### config.mk
export PLATFORM = sky130hd
export DESIGN_NAME = dbus_tx
export DESIGN_NICKNAME = d
export VERILOG_FILES = /design/src/rtl/dbus_tx_pkg.sv /design/src/rtl/dbus_tx_clkgen.sv /design/src/rtl/dbus_tx_shifter.sv /design/src/rtl/dbus_tx_rstseq.sv /design/src/rtl/dbus_tx.sv
export SDC_FILE = /design/constraint.sdc
export NUM_CORES = 1
export LEC_CHECK = 0
export ABC_CLOCK_PERIOD_IN_PS = 3100
export BUFFER_PORTS_ARGS = -buffer_cell sky130_fd_sc_hd__clkbuf_2
export CORE_ASPECT_RATIO = 0.6
export CORE_MARGIN = 3
export CORE_UTILIZATION = 54
export DETAILED_ROUTE_END_ITERATION = 10
export PLACE_DENSITY = 0.87
export SLEW_MARGIN = 5
export SYNTH_ARGS = -nofsm -noshare
export SYNTH_HDL_FRONTEND = slang
export SYNTH_SLANG_ARGS = --single-unit
### constraint.sdc
create_clock -name clk -period 3.1 [get_ports clk]
set_input_delay 0.31 -clock clk [delete_from_list [all_inputs] [get_ports clk]]
set_output_delay 0.31 -clock clk [all_outputs]
set_load 0.02 [all_outputs]
### src/rtl/dbus_tx_pkg.sv
`timescale 1ns/1ps
package dbus_tx_pkg;
  localparam int FRAME_W = 16;
  localparam int LEN_W   = 5;

  typedef enum logic [1:0] {
    FM_NINE      = 2'd0,
    FM_SIXTEEN   = 2'd1,
    FM_EIGHT     = 2'd2,
    FM_EIGHT_ALT = 2'd3
  } frame_mode_e;

  typedef enum logic [2:0] {
    SH_IDLE, SH_SETUP, SH_LOW, SH_HIGH, SH_GAP
  } shift_state_e;

  typedef enum logic [1:0] {
    RS_DONE, RS_LOW, RS_WAIT
  } rst_state_e;

  // Serial word, left aligned: bit FRAME_W-1 leaves first.
  function automatic logic [FRAME_W-1:0] frame_word(frame_mode_e m, logic is_data,
                                                    logic [7:0] b);
    case (m)
      FM_NINE:    return {is_data, b, 7'b0};
      FM_SIXTEEN: return {7'b0, is_data, b};
      default:    return {b, 8'b0};
    endcase
  endfunction

  function automatic logic [LEN_W-1:0] frame_len(frame_mode_e m);
    case (m)
      FM_NINE:    return 5'd9;
      FM_SIXTEEN: return 5'd16;
      default:    return 5'd8;
    endcase
  endfunction
endpackage

### src/rtl/dbus_tx_clkgen.sv
`timescale 1ns/1ps
module dbus_tx_clkgen #(
  parameter int DIV_W = 8
) (
  input  logic             clk,
  input  logic             rst,
  input  logic             restart_i,
  input  logic [DIV_W-1:0] half_div_i,
  output logic             tick_o
);
  localparam logic [DIV_W-1:0] ONE = DIV_W'(1);

  logic [DIV_W-1:0] cnt;
  logic [DIV_W-1:0] reload;

  // A zero half period behaves as one cycle.
  assign reload = (half_div_i == '0) ? '0 : half_div_i - ONE;
  assign tick_o = (cnt == '0);

  always_ff @(posedge clk) begin
    if (rst) begin
      cnt <= '0;
    end else if (restart_i || cnt == '0) begin
      cnt <= reload;
    end else begin
      cnt <= cnt - ONE;
    end
  end
endmodule

### src/rtl/dbus_tx_shifter.sv
`timescale 1ns/1ps
module dbus_tx_shifter
  import dbus_tx_pkg::*;
(
  input  logic        clk,
  input  logic        rst,
  input  logic        tick_i,
  input  logic        start_i,
  input  frame_mode_e mode_i,
  input  logic        is_data_i,
  input  logic [7:0]  byte_i,
  output logic        idle_o,
  output logic        cs_n_o,
  output logic        sclk_o,
  output logic        sdo_o,
  output logic        dc_o
);
  shift_state_e       state;
  logic [FRAME_W-1:0] word;
  logic [LEN_W-1:0]   bits_left;
  logic [LEN_W-1:0]   len_q;
  logic               gap_second;

  assign idle_o = (state == SH_IDLE);

  always_ff @(posedge clk) begin
    if (rst) begin
      state      <= SH_IDLE;
      word       <= '0;
      bits_left  <= '0;
      len_q      <= '0;
      gap_second <= 1'b0;
      cs_n_o     <= 1'b1;
      sclk_o     <= 1'b0;
      sdo_o      <= 1'b0;
      dc_o       <= 1'b0;
    end else begin
      case (state)
        SH_IDLE: if (start_i) begin
          word  <= frame_word(mode_i, is_data_i, byte_i);
          len_q <= frame_len(mode_i);
          dc_o  <= is_data_i;
          state <= SH_SETUP;
        end
        SH_SETUP: if (tick_i) begin
          cs_n_o    <= 1'b0;
          sdo_o     <= word[FRAME_W-1];
          word      <= word << 1;
          bits_left <= len_q - 5'd1;
          state     <= SH_LOW;
        end
        SH_LOW: if (tick_i) begin
          sclk_o <= 1'b1;
          state  <= SH_HIGH;
        end
        SH_HIGH: if (tick_i) begin
          sclk_o <= 1'b0;
          if (bits_left == '0) begin
            cs_n_o     <= 1'b1;
            sdo_o      <= 1'b0;
            gap_second <= 1'b0;
            state      <= SH_GAP;
          end else begin
            sdo_o     <= word[FRAME_W-1];
            word      <= word << 1;
            bits_left <= bits_left - 5'd1;
            state     <= SH_LOW;
          end
        end
        SH_GAP: if (tick_i) begin
          if (gap_second) state <= SH_IDLE;
          else            gap_second <= 1'b1;
        end
        default: state <= SH_IDLE;
      endcase
    end
  end
endmodule

### src/rtl/dbus_tx_rstseq.sv
`timescale 1ns/1ps
module dbus_tx_rstseq
  import dbus_tx_pkg::*;
#(
  parameter int RST_W = 16
) (
  input  logic             clk,
  input  logic             rst,
  input  logic             req_i,
  input  logic [RST_W-1:0] low_len_i,
  input  logic [RST_W-1:0] wait_len_i,
  output logic             panel_rst_n_o,
  output logic             done_o
);
  localparam logic [RST_W-1:0] ONE = RST_W'(1);

  rst_state_e       state;
  logic [RST_W-1:0] cnt;

  assign done_o = (state == RS_DONE);

  always_ff @(posedge clk) begin
    if (rst) begin
      state         <= RS_DONE;
      cnt           <= '0;
      panel_rst_n_o <= 1'b1;
    end else if (req_i) begin
      state         <= RS_LOW;
      cnt           <= (low_len_i == '0) ? '0 : low_len_i - ONE;
      panel_rst_n_o <= 1'b0;
    end else begin
      case (state)
        RS_LOW: if (cnt == '0) begin
          panel_rst_n_o <= 1'b1;
          if (wait_len_i == '0) begin
            state <= RS_DONE;
          end else begin
            state <= RS_WAIT;
            cnt   <= wait_len_i - ONE;
          end
        end else begin
          cnt <= cnt - ONE;
        end
        RS_WAIT: if (cnt == '0) state <= RS_DONE;
                 else           cnt   <= cnt - ONE;
        default: state <= RS_DONE;
      endcase
    end
  end
endmodule

### src/rtl/dbus_tx.sv
`timescale 1ns/1ps
module dbus_tx
  import dbus_tx_pkg::*;
#(
  parameter int DIV_W = 8,
  parameter int RST_W = 16
) (
  input  logic             clk,
  input  logic             rst,
  input  logic [1:0]       mode_i,
  input  logic [DIV_W-1:0] half_div_i,
  input  logic             rst_req_i,
  input  logic [RST_W-1:0] rst_low_i,
  input  logic [RST_W-1:0] rst_wait_i,
  input  logic             in_valid_i,
  output logic             in_ready_o,
  input  logic [7:0]       in_byte_i,
  input  logic             in_is_data_i,
  output logic             cs_n_o,
  output logic             sclk_o,
  output logic             sdo_o,
  output logic             dc_o,
  output logic             panel_rst_n_o
);
  logic tick, start, sh_idle, seq_done;

  assign in_ready_o = sh_idle & seq_done;
  assign start      = in_valid_i & in_ready_o;

  dbus_tx_clkgen #(.DIV_W(DIV_W)) u_clkgen (
    .clk(clk), .rst(rst), .restart_i(start),
    .half_div_i(half_div_i), .tick_o(tick)
  );

  dbus_tx_shifter u_shifter (
    .clk(clk), .rst(rst), .tick_i(tick), .start_i(start),
    .mode_i(frame_mode_e'(mode_i)), .is_data_i(in_is_data_i), .byte_i(in_byte_i),
    .idle_o(sh_idle), .cs_n_o(cs_n_o), .sclk_o(sclk_o), .sdo_o(sdo_o), .dc_o(dc_o)
  );

  dbus_tx_rstseq #(.RST_W(RST_W)) u_rstseq (
    .clk(clk), .rst(rst), .req_i(rst_req_i),
    .low_len_i(rst_low_i), .wait_len_i(rst_wait_i),
    .panel_rst_n_o(panel_rst_n_o), .done_o(seq_done)
  );
endmodule

# After elaboration in Yosys (flattened, before gate mapping)
# Cells that the tools add are included.
# Widths: inputs -> output; s select.
[classes] reduce_logical=30 eq_ne=21 n_bitwise=2 add_sub_neg=7 muxes=48
[ops] cell="$mux 16" count=9
[ops] cell="$pmux 16 s2" count=2
[ops] cell="$logic_not 16->1" count=3
[ops] cell="$pmux 16 s3" count=1
[ops] cell="$sub 16x1->16 const B" count=3
[ops] cell="$mux 3" count=7
[ops] cell="$pmux 5 s2" count=2
[ops] cell="$logic_not 8->1" count=2
[ops] cell="$mux 8" count=2
[ops] cell="$sub 8x1->8 const B" count=2
[ops] cell="$mux 5" count=3
[ops] cell="$pmux 3 s5" count=1
[ops] cell="$mux 1" count=13
[ops] cell="$reduce_and 4->1" count=3
[ops] cell="$ne 2x1->1 const B" count=5
[ops] cell="$ne 2x2->1 const B" count=5
[ops] cell="$reduce_bool 2->1" count=5
[ops] cell="$sub 5x1->5 const B" count=2
[ops] cell="$reduce_and 3->1" count=3
[ops] cell="$pmux 1 s2" count=4
[ops] cell="$reduce_and 2->1" count=4
[ops] cell="$eq 3x2->1 const B" count=2
[ops] cell="$mux 2" count=3
[ops] cell="$ne 3x2->1 const B" count=2
[ops] cell="16 further kinds" count=20
[totals] output_inout_bits=6 input_bits=55 ff_bits=61 wordCells=122

# Logic depth before layout (Yosys ltp)
# Gate-level depths: netlist of the first run.
[depth] depth_word=5 depth_mapped=11 mapped_depth_nobuf=9

# Hierarchy
# Synthesis of the first run repeated with hierarchy kept, for this count alone.
[hier_totals] cells_unflattened=526 hier_area_um2=4285.4
[by_module_without_submodules] mod="dbus_tx_rstseq" seq_area_each_um2=380.4 instances=1 area_per_inst_um2=1944.4 cells_each=262
[by_module_without_submodules] mod="dbus_tx_shifter" seq_area_each_um2=640.6 instances=1 area_per_inst_um2=1804.2 cells_each=202
[by_module_without_submodules] mod="dbus_tx_clkgen" seq_area_each_um2=160.2 instances=1 area_per_inst_um2=524.3 cells_each=60
[by_module_without_submodules] mod="dbus_tx" seq_area_each_um2=0.0 instances=1 area_per_inst_um2=12.5 cells_each=2

# Worst setup path before layout of the first run
# No wires, ideal clock.
[synth_timing] path_type="register -> register" from="register u_rstseq.cnt[0]" to="register u_rstseq.cnt[1]" t_arrival_ps=2471 path_buffers=2 stages_incl_launch_ff=11 slack_ps=544 setup_time_ps=86 path_cell_list="dfxtp_1 inv_1 ha_1 or3b_1 buf_6 nor4b_4 and2_1 buf_6 mux2_2 o221a_2 a211oi_1"
[synth_via] elab_chain_cells=4
[synth_lines] item="from (decl)" line_no="dbus_tx_rstseq.sv:18" source="logic [RST_W-1:0] cnt;"
[synth_lines] item="from (signal assigned)" line_no="dbus_tx_rstseq.sv:29" source="cnt <= (low_len_i == '0) ? '0 : low_len_i - ONE;"
[synth_lines] item="from (signal assigned)" line_no="dbus_tx_rstseq.sv:39" source="cnt <= wait_len_i - ONE;"
[synth_lines] item="from (signal assigned)" line_no="dbus_tx_rstseq.sv:42" source="cnt <= cnt - ONE;"
[synth_lines] item="$sub 16x1->16 / $logic_not 16->1 (equally long branches)"
[synth_lines] item="$mux 16, on equally long branches" line_no="dbus_tx_rstseq.sv:44, dbus_tx_rstseq.sv:33"
[synth_lines] item="$pmux 16 s2" line_no="dbus_tx_rstseq.sv:32" source="case (state)"
[synth_lines] item="$mux 16" line_no="dbus_tx_rstseq.sv:27" source="end else if (req_i) begin"
# Parallel ways exist; a longest one is shown, timed or not. The select of a mux whose other input is x is not followed.
# A chain may end at the register's enable or synchronous reset.

# Worst setup path after layout of the first run
[layout_timing] from="register u_rstseq.cnt[0]" to="register u_rstseq.cnt[14]"
# The elaborated chain is that of the path after synthesis.

==> summary.txt, run 1 <==
First-pass DRT Iterations -> 5
Syn nets -> 582
Seq/Total Area, Yosys -> 29.39%
Crit end category -> flop
Via/cell ratio -> 6.170
Grt peak-use layer -> met2
Largest cells by area after synthesis -> dfxtp_1, nor2_1, xor2_1
Layout Utilization -> 67.38%
GR Layer Usage met1 -> 38.07%
Peak supply drop -> 0.0003697 V
Post-place setup slack -> 0.2902 ns
Critical path origin -> u_rstseq.cnt[0]
RSZ-0062 raised after global routing -> false
HP Class -> in2reg
Worst Skew -> 0.003388 ns
Status -> completed
Drt drc -> 0
Post-synth top cells -> nor2_1, dfxtp_1, nand2_1
Yosys Warn Count -> 0
Total CTS buffers -> 9
Port bufs -> 60
Vias post-DR -> 4171
Pwr Total -> 3005 uW
Area of the multi-input gates -> 2635 um^2
WP data required -> 3.28 ns
Area Growth Syn to Fin -> 16.28%
Ys flop type -> dfxtp_1
Leak Pwr -> 0.001823 uW
Clock root cell -> clkbuf_16
Die width -> 117.4 um
Rows -> 23
Nets -> 635
Max_slew headroom -> 24.22%
Filler cells -> 576
Setup WS post-layout -> 0.3032 ns
Final hold vios -> 0
Clock-pin slew on the worst setup and hold paths -> 0.05 ns
F_max -> 357.5 MHz
Startpoint class of the critical path -> flop
Max Slew Vio Count -> 0
Synth Cell Area -> 4019 um^2
Largest net degree at the start of global routing -> 35
Average wire per standard cell -> 16.28 um
Met2 usage -> 38.36%
Slowest CP cell -> or3b_1
Fraction of registers with async set/reset -> 0%
Register area -> 1181 um^2
Routing usage on met3 -> 10.30%
Buffer count from post-CTS setup fixing -> 0
Minimum clock period -> 2.797 ns
Worst hold path startpoint -> in_is_data_i
Cts hold-fix bufs -> 0
Worst r2r src -> u_rstseq.cnt[0]
Global route total overflow -> 0
Largest buffer count on any clock path -> 2
Largest area contributor in the netlist -> dfxtp_1
RePlAce Congestion -> 0.9047
Max FO, Critical Path -> 15
H-tree lvl count -> 3
Initial Util -> 57.95%
Cell count after synthesis -> 518
Final worst-path cycle share -> 90.22%
Antenna violations before repair -> 0
Syn avg cell area -> 7.758 um^2
Count leader, synth -> nor2_1
Slew @ Worst Pin -> 1.129 ns
Crit path DAT -> 2.97 ns
GRT Overall Usage -> 26.46%
Setup TNS -> 0 ns
Vias in the first global route -> 3755
Antenna viol nets, final -> 0
Setup CP Type -> reg2reg
Library cells used by synthesis -> 63
Post-DP HPWL -> 8385 um
Placement Cell Area -> 4380 um^2
Max cap viols -> 0
Crit-path max cell delay -> 0.51 ns
Sink Count -> 59
PD cells -> 643.0 nW/um^2
Ratio of cells with drive above 1 in the final layout -> 18.06%
Die Ht -> 72.83 um
Yosys reg bits -> 59
# diodes -> 0
DIE AREA -> 8547 um^2
1st-iter DRT viols -> 421
Core Footprint -> 6935 um^2
Post-synth EDFFs -> 0
Worst-path cell chain -> inv_1, ha_1, or3b_1, nor4b_4, buf_4, a21oi_1, o41a_1, nand2b_1, o22ai_1
TritonCTS clock tree -> done
Worst-Skew Late Latency -> 0.33 ns
CTS resizes -> 0
Setup violations, final -> 0
Post-synth top area share -> 29.39%
Design area -> 4673 um^2
Num ports -> 61
First-pass GRT wire length -> 18280 um
Routed wire length -> 11010 um
## where the power goes
part           switching, uW  internal [uW]  leakage, uW
registers                118            891     0.000485
clock network            328            626     0.000146
logic                    619            423      0.00119
total                   1060           1940      0.00182
## cell families after synthesis
logic type,count (synthesis),synth area share [%]
xor+xnor,44,9.589
mux,6,1.526
compound gates,133,23.38
buf+inv,44,5.043
fa+ha+maj,9,2.802
flops,59,29.39
simple gates,223,28.27
## flip-flops by register name, indices dropped and copies added (netlist names)
name,cells
u_shifter.bits_left,5
u_shifter.gap_second,1
u_rstseq.state,2
u_shifter.dc_o,1
u_rstseq.cnt,16
u_shifter.word,16
u_shifter.len_q,3
u_clkgen.cnt,8
u_rstseq.panel_rst_n_o,1
u_shifter.state,3
u_shifter.sclk_o,1
u_shifter.sdo_o,1
u_shifter.cs_n_o,1
## metal layers
layer,vias up,routed length [um]
met5,-,0
met4,0,97
met3,16,1222
met2,216,4663
met1,1917,5024
li1,2022,-
## through the flow
step                hold WS, ns  cells
floorplan                0.4320    518
global placement         0.4413    660
detailed placement       0.4474    660
CTS                      0.2602    676
global route             0.2694    676
finish                   0.2672    676
## layout make-up
class	instances	share of cell area (%)
clock inverter	1	0.1071
sequential	59	25.27
clock buffer	15	6.158
inverter	15	1.205
multi-input combinational	415	56.39
tap	100	2.677
timing repair buffer	71	8.193
## cell usage in the layout, fill, tap and decap left out, types with 4 or more instances in the layout
master / instances
mux2i_1: 5
nand4b_1: 4
clkbuf_8: 4
a21oi_1: 34
a22oi_1: 10
inv_1: 15
a211oi_1: 17
or3_1: 8
nor3_1: 41
nor2_1: 67
a221o_1: 6
and3_1: 4
buf_4: 11
nand2b_1: 5
nand2_1: 42
xnor2_1: 18
nor4_1: 9
o21ai_0: 17
xor2_1: 26
or4_1: 6
a221oi_1: 8
ha_1: 9
dfxtp_1: 59
nor2b_1: 5
clkbuf_2: 60
nand3_1: 12
o211ai_1: 7
o22ai_1: 5
clkbuf_16: 9
## worst max-delay path, delay by kind of cell (launching register included)
kind	cells	cell delay, ns
and+or+nand+nor	3	1.25
DFF	1	0.33
AOI/OAI and AO/OA	3	0.55
adders and majority gates	1	0.22
buffers and inverters	2	0.29
## worst paths after layout
path	endpoint	slack, ns	cells after the start
setup / recovery	u_rstseq.cnt[14]	0.30	9
hold / removal	u_shifter.dc_o	0.27	3
setup reg to reg	u_rstseq.cnt[14]	0.30	9
hold reg to reg	u_shifter.word[10]	0.45	2
Power figures use the tool's default switching activity.
==> run 2, diff against run 1 <==
- GPL_TIMING_DRIVEN: unset -> 0
==> run 2 against run 1 <==
Compared with the run above:
- die area unchanged
- power grew 2.3%
- combinational power increased by 5%
- critical endpoint is now u_rstseq.cnt[13]
==> summary.txt, run 2 (synthesized netlist as in run 1, its figures left out) <==
Status -> completed (unchanged)
Core Footprint -> 6935 um^2 (unchanged)
Placement Cell Area -> 4434 um^2 (was 4380 um^2)
Part of the power in combinational logic -> 35.6% (was 34.7%)
Max FO, Critical Path -> 10 (was 15)
Crit-path max cell delay -> 0.48 ns (was 0.51 ns)
Setup TNS -> 0 ns (unchanged)
Sink Count -> 59 (unchanged)
Final hold vios -> 0 (unchanged)
Clock-pin slew on the worst setup and hold paths -> 0.05 ns (about the same)
1st-iter DRT viols -> 488 (was 421)
Top flop regs -> u_rstseq.cnt x16, u_shifter.word x16, u_clkgen.cnt x8 (unchanged)
Startpoint class of the critical path -> flop (unchanged)
Routed wire length -> 11690 um (was 11010 um)
Clock root cell -> clkbuf_16 (unchanged)
Drt drc -> 0 (unchanged)
Die width -> 117.4 um (unchanged)
Slowest CP cell -> o41ai_2 (was or3b_1)
Most frequent cells in the layout -> nor2_1, dfxtp_1, clkbuf_2, nand2_1, nor3_1 (was nor2_1, clkbuf_2, dfxtp_1, nand2_1, nor3_1)
Via/cell ratio -> 6.208 (was 6.170)
Nets -> 653 (was 635)
RePlAce Congestion -> 0.9813 (was 0.9047)
HP Class -> in2reg (unchanged)
F_max -> 344.1 MHz (was 357.5 MHz)
First-pass GRT wire length -> 18420 um (was 18280 um)
Max_slew headroom -> 35.25% (was 24.22%)
Commonest non-fill, non-tap cell in the layout -> nor2_1 (unchanged)
Sequential power share -> 32.8% (was 33.6%)
Die Ht -> 72.83 um (unchanged)
Worst-Skew Late Latency -> 0.33 ns (about the same)
Vias post-DR -> 4302 (was 4171)
Design area -> 4748 um^2 (was 4673 um^2)
RSZ-0062 raised after global routing -> false (unchanged)
Initial Util -> 57.95% (unchanged)
# diodes -> 0 (unchanged)
Vias in the first global route -> 3884 (was 3755)
Worst-path cell chain -> inv_1, ha_1, or3b_1, buf_6, nor2_1, nand2_1, o41ai_2, buf_2, o21ai_0, o22ai_1 (was inv_1, ha_1, or3b_1, nor4b_4, buf_4, a21oi_1, o41a_1, nand2b_1, o22ai_1)
Crit end category -> flop (unchanged)
CTS resizes -> 0 (unchanged)
Filler cells -> 564 (was 576)
Largest buffer count on any clock path -> 2 (unchanged)
Switching power -> 1100 uW (was 1064 uW)
H-tree lvl count -> 3 (unchanged)
Clock power share -> 31.6% (was 31.7%)
Leak Pwr -> 0.001845 uW (was 0.001823 uW)
Port bufs -> 58 (was 60)
Antenna violations before repair -> 0 (unchanged)
Setup violations, final -> 0 (unchanged)
TritonCTS clock tree -> done (unchanged)
Ratio of cells with drive above 1 in the final layout -> 17.37% (was 18.06%)
Setup CP Type -> reg2reg (unchanged)
Crit path DAT -> 3.15 ns (was 2.97 ns)
Total CTS buffers -> 9 (unchanged)
Post-DP HPWL -> 8903 um (was 8385 um)
Num ports -> 61 (unchanged)
Worst r2r path cells -> 10 (was 9)
Global route total overflow -> 0 (unchanged)
Minimum clock period -> 2.906 ns (was 2.797 ns)
Max Slew Vio Count -> 0 (unchanged)
Worst Skew -> 0.004886 ns (was 0.003388 ns)
Peak supply drop -> 0.0003504 V (was 0.0003697 V)
Hold path cells -> 3 (unchanged)
Area Growth Syn to Fin -> 18.15% (was 16.28%)
Largest net degree at the start of global routing -> 11 (was 35)
GRT Overall Usage -> 26.68% (was 26.46%)
First-pass DRT Iterations -> 5 (unchanged)
PD cells -> 647.6 nW/um^2 (was 643.0 nW/um^2)
Final worst-path cycle share -> 93.75% (was 90.22%)
DIE AREA -> 8547 um^2 (unchanged)
Rows -> 23 (unchanged)
Sw Ratio -> 35.76% (was 35.42%)
WP data required -> 3.34 ns (was 3.28 ns)
Average wire per standard cell -> 16.87 um (was 16.28 um)
Max cap viols -> 0 (unchanged)
Antenna viol nets, final -> 0 (unchanged)
Slew @ Worst Pin -> 0.9624 ns (was 1.129 ns)
Int Power -> 1975 uW (was 1941 uW)
==> run 2: metrics by stage <==
step	total power [uW]	hold slack [ns]	utilization [%]	setup slack, ns	std cells
final	3075	0.2837	68.46	0.1939	693
after global routing	3237	0.3007	68.46	0.1507	693
after global placement	2014	0.4410	63.94	0.1014	676
after CTS	3042	0.2720	68.25	0.1048	691
after floorplan	1781	0.4320	-	0.5436	518
after detailed placement	2064	0.4479	63.94	0.1065	676
==> run 2: layer usage <==
layer	part of all wire, %	GRT usage (%)	up-vias
met5	0	0	-
li1	-	-	2052
met2	42	37.72	244
met1	45	38.27	1988
met4	0.91	7.282	0
met3	12	9.682	18
==> run 2: layout make-up <==
type | instances | area [um^2] | share of cell area (%)
clock inverter | 1 | 5.005 | 0.1054
inverter | 15 | 56.30 | 1.186
multi-input combinational | 415 | 2635 | 55.49
tap | 100 | 125.1 | 2.635
sequential | 59 | 1181 | 24.87
buffer | 29 | 146.4 | 3.083
clock buffer | 14 | 294.0 | 6.192
timing repair buffer | 60 | 305.3 | 6.430
==> run 2: path summary, 6_finish.rpt <==
kind                            from                 end  slack [ns]
hold / removal          in_is_data_i      u_shifter.dc_o        0.28
setup / recovery     u_rstseq.cnt[1]    u_rstseq.cnt[13]        0.19
hold reg to reg   u_shifter.word[10]  u_shifter.word[10]        0.45
setup reg to reg     u_rstseq.cnt[1]    u_rstseq.cnt[13]        0.19
==> run 2: worst max-delay path, delay by kind of cell (launching register included) <==
kind                     cells  cell delay [ns]
buffers and inverters        3             0.59
AND/OR/NAND/NOR              3             0.86
adder cells (fa/ha/maj)      1             0.25
AO/OA/AOI/OAI                3             0.79
flip-flops                   1             0.33
==> run 2: timing repair <==
action	CTS	global route
endpoints found under the setup margin	0	2
setup buffers	0	2
endpoints found under the hold margin	0	0
hold buffers	0	0
==> run 2: power groups by stage <==
stage / clock network, uW / registers (uW) / logic, uW
2_1_floorplan: 0 / 990 / 791
3_3_place_gp: 0 / 1010 / 1010
3_5_place_dp: 0 / 1010 / 1050
4_1_cts: 976 / 1000 / 1060
5_1_grt: 1010 / 1020 / 1200
6_report: 973 / 1010 / 1090
